## src/rtl/scb_apb_pkg.sv

```systemverilog
package scb_apb_pkg;

    typedef enum logic [1:0] {
        ST_IDLE   = 2'd0,
        ST_SETUP  = 2'd1,
        ST_ACCESS = 2'd2
    } apb_state_e;

    typedef enum logic [1:0] {
        CMD_BRIDGED = 2'd0,
        CMD_OWN     = 2'd1,
        CMD_OTHER   = 2'd2
    } cmd_class_e;

    localparam int CSR_COUNT  = 6;
    localparam int OFS_STATUS = 0;
    localparam int OFS_LRD_LO = 1;
    localparam int OFS_LRD_HI = 2;
    localparam int OFS_RDBK   = 3;
    localparam int OFS_TMO    = 4;
    localparam int OFS_MASK   = 5;

    localparam int BIT_BUSY   = 0;
    localparam int BIT_ERR    = 1;

endpackage

```

## src/rtl/scb_cmd_decode.sv

```systemverilog
module scb_cmd_decode
    import scb_apb_pkg::*;
#(
    parameter int ADDR_W    = 16,
    parameter int BRIDGE_LO = 'h1000,
    parameter int CSR_BASE  = 'h0F00,
    parameter int OFS_W     = 3
) (
    input  logic [ADDR_W-1:0] addr,
    output cmd_class_e        cls,
    output logic [OFS_W-1:0]  ofs
);
    localparam logic [ADDR_W-1:0] LO_A  = ADDR_W'(BRIDGE_LO);
    localparam logic [ADDR_W-1:0] CSR_A = ADDR_W'(CSR_BASE);
    localparam logic [ADDR_W-1:0] CSR_E = ADDR_W'(CSR_BASE + CSR_COUNT);

    logic [ADDR_W-1:0] delta;

    always_comb begin
        delta = addr - CSR_A;
        ofs   = delta[OFS_W-1:0];
        if (addr >= LO_A) begin
            cls = CMD_BRIDGED;
        end else if (addr >= CSR_A && addr < CSR_E) begin
            cls = CMD_OWN;
        end else begin
            cls = CMD_OTHER;
        end
    end
endmodule

```

## src/rtl/scb_apb_fsm.sv

```systemverilog
module scb_apb_fsm
    import scb_apb_pkg::*;
#(
    parameter int ADDR_W   = 16,
    parameter int DATA_W   = 8,
    parameter int TMO_BASE = 8,
    parameter int EXT_W    = 4
) (
    input  logic              clk,
    input  logic              rst_n,
    input  logic              start,
    input  logic              st_write,
    input  logic [ADDR_W-1:0] st_addr,
    input  logic [DATA_W-1:0] st_wdata,
    input  logic [EXT_W-1:0]  tmo_ext,
    input  logic              tmo_dis,
    output logic              psel,
    output logic              penable,
    output logic              pwrite,
    output logic [ADDR_W-1:0] paddr,
    output logic [DATA_W-1:0] pwdata,
    input  logic [DATA_W-1:0] prdata,
    input  logic              pready,
    output logic              busy,
    output logic              rd_done,
    output logic [DATA_W-1:0] rd_data,
    output logic              tmo_evt,
    output logic              tmo_rd
);
    localparam int MAX_LIM = TMO_BASE * (2 ** EXT_W);
    localparam int CNT_W   = $clog2(MAX_LIM + 1) + 1;
    localparam logic [CNT_W-1:0] CNT_MAX = '1;

    apb_state_e        state_q, state_d;
    logic [CNT_W-1:0]  cnt_q;
    logic [CNT_W-1:0]  limit;
    logic [ADDR_W-1:0] addr_q;
    logic [DATA_W-1:0] wdata_q;
    logic              write_q;
    logic              expire;

    assign limit  = CNT_W'(TMO_BASE) * (CNT_W'(tmo_ext) + CNT_W'(1));
    assign expire = (state_q == ST_ACCESS) && !pready && !tmo_dis && (cnt_q >= limit);

    // State register
    always_ff @(posedge clk or negedge rst_n) begin
        if (!rst_n) begin
            state_q <= ST_IDLE;
        end else begin
            state_q <= state_d;
        end
    end

    // Transitions: start, enter, complete, expire
    always_comb begin
        state_d = state_q;
        unique case (state_q)
            ST_IDLE:   if (start) state_d = ST_SETUP;
            ST_SETUP:  state_d = ST_ACCESS;
            ST_ACCESS: if (pready || expire) state_d = ST_IDLE;
            default:   state_d = ST_IDLE;
        endcase
    end

    // Captured command and access-cycle counter
    always_ff @(posedge clk or negedge rst_n) begin
        if (!rst_n) begin
            addr_q  <= '0;
            wdata_q <= '0;
            write_q <= 1'b0;
            cnt_q   <= '0;
        end else begin
            if (state_q == ST_IDLE && start) begin
                addr_q  <= st_addr;
                wdata_q <= st_wdata;
                write_q <= st_write;
            end
            if (state_q == ST_SETUP) begin
                cnt_q <= CNT_W'(1);
            end else if (state_q == ST_ACCESS && !pready && cnt_q != CNT_MAX) begin
                cnt_q <= cnt_q + CNT_W'(1);
            end
        end
    end

    // Outputs
    always_comb begin
        psel    = (state_q != ST_IDLE);
        penable = (state_q == ST_ACCESS);
        pwrite  = write_q;
        paddr   = addr_q;
        pwdata  = wdata_q;
        busy    = (state_q != ST_IDLE);
        rd_done = (state_q == ST_ACCESS) && pready && !write_q;
        rd_data = prdata;
        tmo_evt = expire;
        tmo_rd  = !write_q;
    end
endmodule

```

## src/rtl/scb_bridge_regs.sv

```systemverilog
module scb_bridge_regs
    import scb_apb_pkg::*;
#(
    parameter int ADDR_W = 16,
    parameter int DATA_W = 8,
    parameter int EXT_W  = 4,
    parameter int OFS_W  = 3
) (
    input  logic              clk,
    input  logic              rst_n,
    input  logic              cmd_valid,
    input  logic              cmd_write,
    input  logic [ADDR_W-1:0] cmd_addr,
    input  logic [DATA_W-1:0] cmd_wdata,
    input  cmd_class_e        cls,
    input  logic [OFS_W-1:0]  ofs,
    input  logic              busy,
    input  logic              rd_done,
    input  logic [DATA_W-1:0] rd_data,
    input  logic              tmo_evt,
    input  logic              tmo_rd,
    output logic              start,
    output logic              rsp_valid,
    output logic              rsp_ok,
    output logic [DATA_W-1:0] rsp_rdata,
    output logic [EXT_W-1:0]  tmo_ext,
    output logic              tmo_dis,
    output logic              err_flag,
    output logic              irq_mask,
    output logic              irq
);
    logic [ADDR_W-1:0] lrd_q;
    logic [DATA_W-1:0] rdbk_q;
    logic [DATA_W-1:0] rd_mux;
    logic              own_wr;
    logic              own_rd;
    logic              clr_err;

    assign start   = cmd_valid && (cls == CMD_BRIDGED) && !busy;
    assign own_wr  = cmd_valid && (cls == CMD_OWN) && cmd_write;
    assign own_rd  = cmd_valid && (cls == CMD_OWN) && !cmd_write;
    assign clr_err = own_wr && (int'(ofs) == OFS_STATUS) && cmd_wdata[BIT_ERR];

    always_comb begin
        rd_mux = '0;
        unique case (int'(ofs))
            OFS_STATUS: begin
                rd_mux[BIT_BUSY] = busy;
                rd_mux[BIT_ERR]  = err_flag;
            end
            OFS_LRD_LO: rd_mux = lrd_q[DATA_W-1:0];
            OFS_LRD_HI: rd_mux = DATA_W'(lrd_q >> DATA_W);
            OFS_RDBK:   rd_mux = rdbk_q;
            OFS_TMO: begin
                rd_mux[EXT_W-1:0]  = tmo_ext;
                rd_mux[DATA_W-1]   = tmo_dis;
            end
            OFS_MASK:   rd_mux[0] = irq_mask;
            default:    rd_mux = '0;
        endcase
    end

    // Response path
    always_ff @(posedge clk or negedge rst_n) begin
        if (!rst_n) begin
            rsp_valid <= 1'b0;
            rsp_ok    <= 1'b0;
            rsp_rdata <= '0;
        end else begin
            rsp_valid <= cmd_valid && (cls != CMD_OTHER);
            rsp_ok    <= (cls == CMD_OWN) || !busy;
            rsp_rdata <= own_rd ? rd_mux : '0;
        end
    end

    // Bridge registers
    always_ff @(posedge clk or negedge rst_n) begin
        if (!rst_n) begin
            lrd_q    <= '0;
            rdbk_q   <= '0;
            tmo_ext  <= '0;
            tmo_dis  <= 1'b0;
            err_flag <= 1'b0;
            irq_mask <= 1'b1;
        end else begin
            if (start && !cmd_write) begin
                lrd_q <= cmd_addr;
            end
            if (rd_done) begin
                rdbk_q <= rd_data;
            end else if (tmo_evt && tmo_rd) begin
                rdbk_q <= '0;
            end
            if (tmo_evt) begin
                err_flag <= 1'b1;
            end else if (clr_err) begin
                err_flag <= 1'b0;
            end
            if (own_wr && int'(ofs) == OFS_TMO) begin
                tmo_ext <= cmd_wdata[EXT_W-1:0];
                tmo_dis <= cmd_wdata[DATA_W-1];
            end
            if (own_wr && int'(ofs) == OFS_MASK) begin
                irq_mask <= cmd_wdata[0];
            end
        end
    end

    assign irq = err_flag && !irq_mask;
endmodule

```

## src/rtl/scb_apb_bridge.sv

```systemverilog
module scb_apb_bridge
    import scb_apb_pkg::*;
#(
    parameter int ADDR_W    = 16,
    parameter int DATA_W    = 8,
    parameter int BRIDGE_LO = 'h1000,
    parameter int CSR_BASE  = 'h0F00,
    parameter int TMO_BASE  = 8,
    parameter int EXT_W     = 4
) (
    input  logic              clk,
    input  logic              rst_n,
    input  logic              cmd_valid,
    input  logic              cmd_write,
    input  logic [ADDR_W-1:0] cmd_addr,
    input  logic [DATA_W-1:0] cmd_wdata,
    output logic              rsp_valid,
    output logic              rsp_ok,
    output logic [DATA_W-1:0] rsp_rdata,
    output logic              psel,
    output logic              penable,
    output logic              pwrite,
    output logic [ADDR_W-1:0] paddr,
    output logic [DATA_W-1:0] pwdata,
    input  logic [DATA_W-1:0] prdata,
    input  logic              pready,
    output logic              irq
);
    localparam int OFS_W = $clog2(CSR_COUNT);

    cmd_class_e        cls;
    logic [OFS_W-1:0]  ofs;
    logic              start;
    logic              busy;
    logic              rd_done;
    logic [DATA_W-1:0] rd_data;
    logic              tmo_evt;
    logic              tmo_rd;
    logic [EXT_W-1:0]  tmo_ext;
    logic              tmo_dis;
    logic              err_flag;
    logic              irq_mask;

    scb_cmd_decode #(
        .ADDR_W(ADDR_W), .BRIDGE_LO(BRIDGE_LO), .CSR_BASE(CSR_BASE), .OFS_W(OFS_W)
    ) u_dec (
        .addr(cmd_addr), .cls(cls), .ofs(ofs)
    );

    scb_apb_fsm #(
        .ADDR_W(ADDR_W), .DATA_W(DATA_W), .TMO_BASE(TMO_BASE), .EXT_W(EXT_W)
    ) u_fsm (
        .clk(clk), .rst_n(rst_n), .start(start), .st_write(cmd_write),
        .st_addr(cmd_addr), .st_wdata(cmd_wdata), .tmo_ext(tmo_ext), .tmo_dis(tmo_dis),
        .psel(psel), .penable(penable), .pwrite(pwrite), .paddr(paddr), .pwdata(pwdata),
        .prdata(prdata), .pready(pready), .busy(busy), .rd_done(rd_done),
        .rd_data(rd_data), .tmo_evt(tmo_evt), .tmo_rd(tmo_rd)
    );

    scb_bridge_regs #(
        .ADDR_W(ADDR_W), .DATA_W(DATA_W), .EXT_W(EXT_W), .OFS_W(OFS_W)
    ) u_regs (
        .clk(clk), .rst_n(rst_n), .cmd_valid(cmd_valid), .cmd_write(cmd_write),
        .cmd_addr(cmd_addr), .cmd_wdata(cmd_wdata), .cls(cls), .ofs(ofs),
        .busy(busy), .rd_done(rd_done), .rd_data(rd_data), .tmo_evt(tmo_evt),
        .tmo_rd(tmo_rd), .start(start), .rsp_valid(rsp_valid), .rsp_ok(rsp_ok),
        .rsp_rdata(rsp_rdata), .tmo_ext(tmo_ext), .tmo_dis(tmo_dis),
        .err_flag(err_flag), .irq_mask(irq_mask), .irq(irq)
    );
endmodule

```

## config.mk

```make
export PLATFORM = sky130hd
export DESIGN_NAME = scb_apb_bridge
export DESIGN_NICKNAME = d
export VERILOG_FILES = /design/src/rtl/scb_apb_pkg.sv /design/src/rtl/scb_cmd_decode.sv /design/src/rtl/scb_apb_fsm.sv /design/src/rtl/scb_bridge_regs.sv /design/src/rtl/scb_apb_bridge.sv
export SDC_FILE = /design/constraint.sdc
export NUM_CORES = 1
export LEC_CHECK = 0
export BUFFER_PORTS_ARGS = -buffer_cell sky130_fd_sc_hd__buf_2
export CAP_MARGIN = 20
export CORE_AREA = 2 2 90 101
export DETAILED_ROUTE_END_ITERATION = 12
export DIE_AREA = 0 0 92 103
export GPL_ROUTABILITY_DRIVEN = 0
export GPL_TIMING_DRIVEN = 1
export PLACE_DENSITY = 0.69
export SYNTH_ARGS = -nofsm -noshare
export SYNTH_HDL_FRONTEND = slang
export SYNTH_HIERARCHICAL = 1
export SYNTH_SLANG_ARGS = --single-unit
export TNS_END_PERCENT = 100
```

## constraint.sdc

```tcl
create_clock -name clk -period 2.5 [get_ports clk]
set_clock_uncertainty 0.1 [all_clocks]
set_input_delay 0.5 -clock clk [delete_from_list [all_inputs] [get_ports clk]]
set_output_delay 0.5 -clock clk [all_outputs]
set_load 0.02 [all_outputs]
```

; ---- Word-level counts from Yosys, hierarchy flattened
; Index checks and enable logic that the tools add are counted.
[classes]
addsub = 3
multipliers = 0
div = 0
order_cmp = 4
eq_ne = 14
n_shift = 0
mux = 17
bitwise_logic = 0
n_reduce_logical = 38
[ops]
columns = cell, n
row1 = 8-bit two-way mux, 3
row2 = 1-bit logical AND, 21
row3 = 9-bit two-way mux, 2
row4 = 16-bit by 12-bit >= comparator with 1-bit output (second input constant), 1
row5 = 16-bit by 13-bit >= comparator with 1-bit output (second input constant), 1
row6 = 16-bit by 12-bit less-than comparator with 1-bit output (second input constant), 1
row7 = 3-bit == test (second input constant), 4
row8 = 9-bit by 1-bit adder with 9-bit output (second input constant), 1
row9 = 9-bit >= comparator, 1
row10 = 9-bit inequality test (second input constant), 1
row11 = 3-bit one-hot mux with 3 select lines, 1
row12 = 2-bit two-way mux, 4
row13 = 2-bit one-hot mux with 4 select lines, 1
row14 = 2-bit nonzero test, 4
row15 = 3-bit by 2-bit == test with 1-bit output (second input constant), 2
row16 = 1-bit zero test, 6
row17 = 3-bit zero test, 2
row18 = 1-bit one-hot mux with 6 select lines, 1
row19 = 2-bit one-hot mux with 3 select lines, 1
row20 = 4-bit by 1-bit adder with 5-bit output (second input constant), 1
row21 = 1-bit one-hot mux with 5 select lines, 1
row22 = 2-bit by 1-bit == test with 1-bit output (second input constant), 2
row23 = 2-bit zero test, 2
row24 = 2-bit by 1-bit inequality test with 1-bit output (second input constant), 2
row25 = 8 further kinds, 10
[word_totals]
reg_bits = 77
latchBits = 0
ram_bits = 0
mem_bits_ro = 0
input_bits = 37
output_inout_bits = 38
n_memories = 0

; ---- Logic depth before layout (Yosys ltp)
[logic_depth]
ltp_word = 11
mapped_depth = 9

; ---- By module
; Netlist, hierarchy kept.
[by_module_without_submodules]
columns = module, n_inst, cells_per_inst, area_each_um2, seq_area_each_um2
row1 = scb_bridge_regs, 1, 157, 1899.3, 1027.2
row2 = scb_apb_fsm, 1, 140, 1765.4, 900.9
row3 = scb_cmd_decode, 1, 10, 72.6, 0.0

; ---- Worst setup path before layout
; OpenSTA, ideal clock, no wires.
[synth_timing]
path_type = input to register
startpoint = input cmd_addr[3]
endpoint = register u_fsm.addr_q[10] (netlist: u_fsm/paddr[10])
setup_ns = 0.125
arrival_time_ns = 2.227
path_slack_ns = 0.048
cell_stages = 8
path_buffers = 1
cell_sequence = nor4_1 -> nand4b_1 -> o21ba_1 -> nor4b_1 -> inv_1 -> nor2_8 -> buf_6 -> mux2_2
[synth_via]
elab_chain_len = 8
[synth_rtl]
columns = element, line_no
row1 = from (decl), scb_apb_bridge.sv:15  ; input logic [ADDR_W-1:0] cmd_addr,
row2 = 16-bit by 12-bit >= comparator with 1-bit output or 16-bit by 12-bit less-than comparator with 1-bit output (tied branches), scb_cmd_decode.sv:24  ; end else if (addr >= CSR_A && addr < CSR_E) begin
row3 = 1-bit logical AND, scb_cmd_decode.sv:24
row4 = 2-bit two-way mux, scb_cmd_decode.sv:24
row5 = 2-bit two-way mux *, scb_cmd_decode.sv:22  ; if (addr >= LO_A) begin
row6 = via cls[1], scb_apb_bridge.sv:31  ; cmd_class_e cls;
row7 = 2-bit zero test *, scb_bridge_regs.sv:39  ; assign start = cmd_valid && (cls == CMD_BRIDGED) && !busy;
row8 = 1-bit logical AND * (2 in series), scb_bridge_regs.sv:39
row9 = via start, scb_apb_bridge.sv:33  ; logic start;
row10 = 1-bit logical AND *, scb_apb_fsm.sv:73  ; if (state_q == ST_IDLE && start) begin
row11 = to (signal assigned), scb_apb_fsm.sv:74  ; addr_q <= st_addr;
row12 = to (decl), scb_apb_fsm.sv:37  ; logic [ADDR_W-1:0] addr_q;
; The timed path passes the listed nets; every way through them passes the cells marked *.
; A chain may end at the register's enable or synchronous reset.

; ---- Final worst setup path
[layout_timing]
startpoint = input cmd_addr[3]
endpoint = register u_fsm.addr_q[3] (netlist: u_fsm/paddr[3])
; Same word-level chain as after synthesis.

==> results.tsv <==
metric	value	unit
layout cells sized above 1	42.6	%
Power Density	1060	nW/um^2
Least-Margin Pin Slew	0.694	ns
DRC viols	0	
Seq cells post-synth	77	
Netlist Area Pre-Place	3740	um^2
synthesized instance count	307	
Net Sw Power	1.61	mW
Main synth FF type	dfrtp_1	
final hold viol count	0	
nets@finish	434	
crit path DAT	2.49	ns
Worst EP required	2.63	ns
crit path to	u_fsm/paddr[3]	
Via Count	2592	
TritonRoute pass-1 iters	4	
Final setup viols	0	
status	completed	
largest area contributor in the netlist	dfrtp_1	
CTS root buf	clkbuf_8	
Post-Place Cell Area	4270	um^2
CTS buffer count	9	
IO Port Bufs	74	
clock power share	23.6	%
setup tns final	0	ns
final wirelength	8000	um
CTS Hold Bufs	0	
Yosys top cell area share	50.9	%
total gr overflow	0	
Layout area overhead	20.8	%
Max Cap Violations	0	
Setup crit start	cmd_addr[3]	
Die Y	103	um
final instance area	4520	um^2
die width	92	um
Total GRT Usage	18.0	%
initial antenna violation count	0	
Detailed Place HPWL	5900	um
reg-to-reg slack, setup	0.22	ns
number of flops mapped to enable cells by yosys	0	
sequential power share	41.2	%
Hold Crit Class	input pin to asynchronous set/reset pin	
RSZ-0062 raised after global routing	no	
FF+latch area	1930	um^2
startpoint class of the critical path	input pin	
Sw Share	33.8	%
asr flop ratio synth	100	%
post-synthesis simple-gate area fraction	14.2	%
largest family of logic cells by synthesized area	multiplexers	
Antenna Cells	0	
reg2reg path depth	9	
die footprint	9480	um^2
Gate power share	35.2	%
Worst-path clk slew	0.08	ns
complex-gate fraction of the synthesized area	6.26	%
Synthesized Nets	353	
max-slew violations	0	
commonest non-fill, non-tap cell in the layout	dfrtp_1	
Resized cells post-CTS	0	
post-route ant nets	0	
pin count of the biggest net entering global routing	38	
area occupied by multi-input gates	1620	um^2
min Tclk post-route	2.36	ns
I/O pins	75	
Max clock buf depth	2	
crit end category	flop	
Final Util	52.8	%
Max FO, Critical Path	20	
Area contributors post-synth	dfrtp_1 (51%), mux2_2 (11%), mux2_4 (4.0%)	
first-pass GRT wire length	13200	um
FMAX	423	MHz
Adder-Cell Fraction of Synth Area	3.01	%
mux contribution to synthesized area	17.6	%
r2r startpoint	u_regs/tmo_ext[0]	
setup repair bufs after CTS	0	
number of fill cells	777	
per-cell routed wire length	15.8	um
DR iter-0 viols	118	
period utilization	94.5	%
Synth Area in XOR/XNOR	2.11	%
H-tree levels	3	
starting density of the core	43.7	%
VDD IR max	0.654	mV
FF-to-FF End	u_regs/rdbk_q[6]	
register area share after synthesis	51.6	%
CTS tree	done	
slew margin rel.	53.7	%
Setup CP Type	input pin to flop	
vias in the first global route	2682	
Warnings, synthesis	6	
internal power	3.16	mW
Total Power	4.77	mW
clk sinks	77	
number of vias per cell	5.12	
most frequent cells in the layout	dfrtp_1 (76), buf_2 (73), mux2_2 (38)	
post-synth cell types	50	
Avg Inst Size Synth	12.2	um^2
clk_lat worst skew	0.35	ns
Core Area	8560	um^2
Rows	36	
Leak	2.17	nW
==> registers in the layout, indices dropped and copies added (netlist names), 2 cells and up <==
name,cells
u_regs/rsp_rdata,8
u_regs/rdbk_q,8
u_fsm/state_q,2
u_regs/lrd_q,16
u_fsm/pwdata,8
u_regs/tmo_ext,4
u_fsm/cnt_q,9
u_fsm/paddr,16
==> cell type report <==
type                    count  share of cell area (%)
clock buffers               9                    2.74
clock inverters             6                    2.49
inverters                   9                   0.748
multi-input cells         198                    35.9
flip-flops and latches     77                    42.7
well taps                 114                    3.16
repair buffers             93                    12.2
==> synth_stat cells, drive strengths merged, types with 2 or more instances <==
master,number
a21o,3
mux2,49
nand4b,2
nor2b,4
mux2i,7
a21oi,6
clkbuf,2
ha,9
and3,2
dfrtp,76
and2,2
o21a,4
a22oi,3
xnor2,3
a21boi,2
inv,9
and4b,2
xor2,6
nor3b,3
nor3,3
o21ai,12
nor2,17
nand2b,3
nand4,3
nand3,5
buf,21
nor4b,4
nand3b,9
nand2,24
==> cell families after synthesis <==
group | after synthesis
buffers and inverters | 32
AOI/OAI and AO/OA | 36
adders and majority gates | 9
DFF | 77
muxes | 56
and+or+nand+nor | 88
xor gates and xnor gates | 9
==> critical path, cell delays in order <==
cell and delay (ns):
buf_2 0.11, nor4_1 0.37, nand4b_1 0.18, o21ba_1 0.24, nor4b_1 0.29, inv_1 0.15, nor2_8 0.15, buf_12 0.17
mux2_2 0.35
==> power groups by stage <==
stage | clock network, mW | logic, mW | registers, mW
finish | 1.12 | 1.68 | 1.97
global route | 1.19 | 1.82 | 2.02
CTS | 1.15 | 1.70 | 1.97
detailed placement | 0 | 1.70 | 1.98
global placement | 0 | 1.65 | 1.96
floorplan | 0 | 0.937 | 2.19
==> worst min-delay path by stage <==
stage                     from             endpoint  slack, ns  cells past startpoint
5_1_grt                  rst_n     u_regs/rdbk_q[5]       0.04                      1
2_1_floorplan            rst_n       u_fsm/cnt_q[0]       0.10                      0
3_3_place_gp   u_fsm/pwdata[7]      u_fsm/pwdata[7]       0.38                      1
4_1_cts                  rst_n     u_regs/rdbk_q[2]       0.02                      1
3_5_place_dp   u_fsm/pwdata[7]      u_fsm/pwdata[7]       0.38                      1
6_report                 rst_n  u_regs/rsp_rdata[7]       0.02                      1
==> metal layers <==
| metal | global-route usage [%] | vias up | share of wire (%) | wire [um] |
|---|---|---|---|---|
| li1 | - | 1229 | - | - |
| met1 | 23.9 | 1285 | 47 | 3760 |
| met2 | 29.4 | 66 | 47 | 3790 |
| met3 | 4.09 | 12 | 4.0 | 323 |
| met4 | 6.20 | 0 | 1.5 | 123 |
| met5 | 0 | - | 0 | 0 |
==> per-stage QoR <==
step	std cells	worst slack [ns]	hold WS, ns
2_1_floorplan	307	0.0485	0.104
3_3_place_gp	491	-0.159	0.378
3_5_place_dp	491	-0.197	0.384
4_1_cts	506	0.164	0.0153
5_1_grt	506	0.0217	0.0399
6_report	506	0.137	0.0186
(Power assumes the default switching activity.)
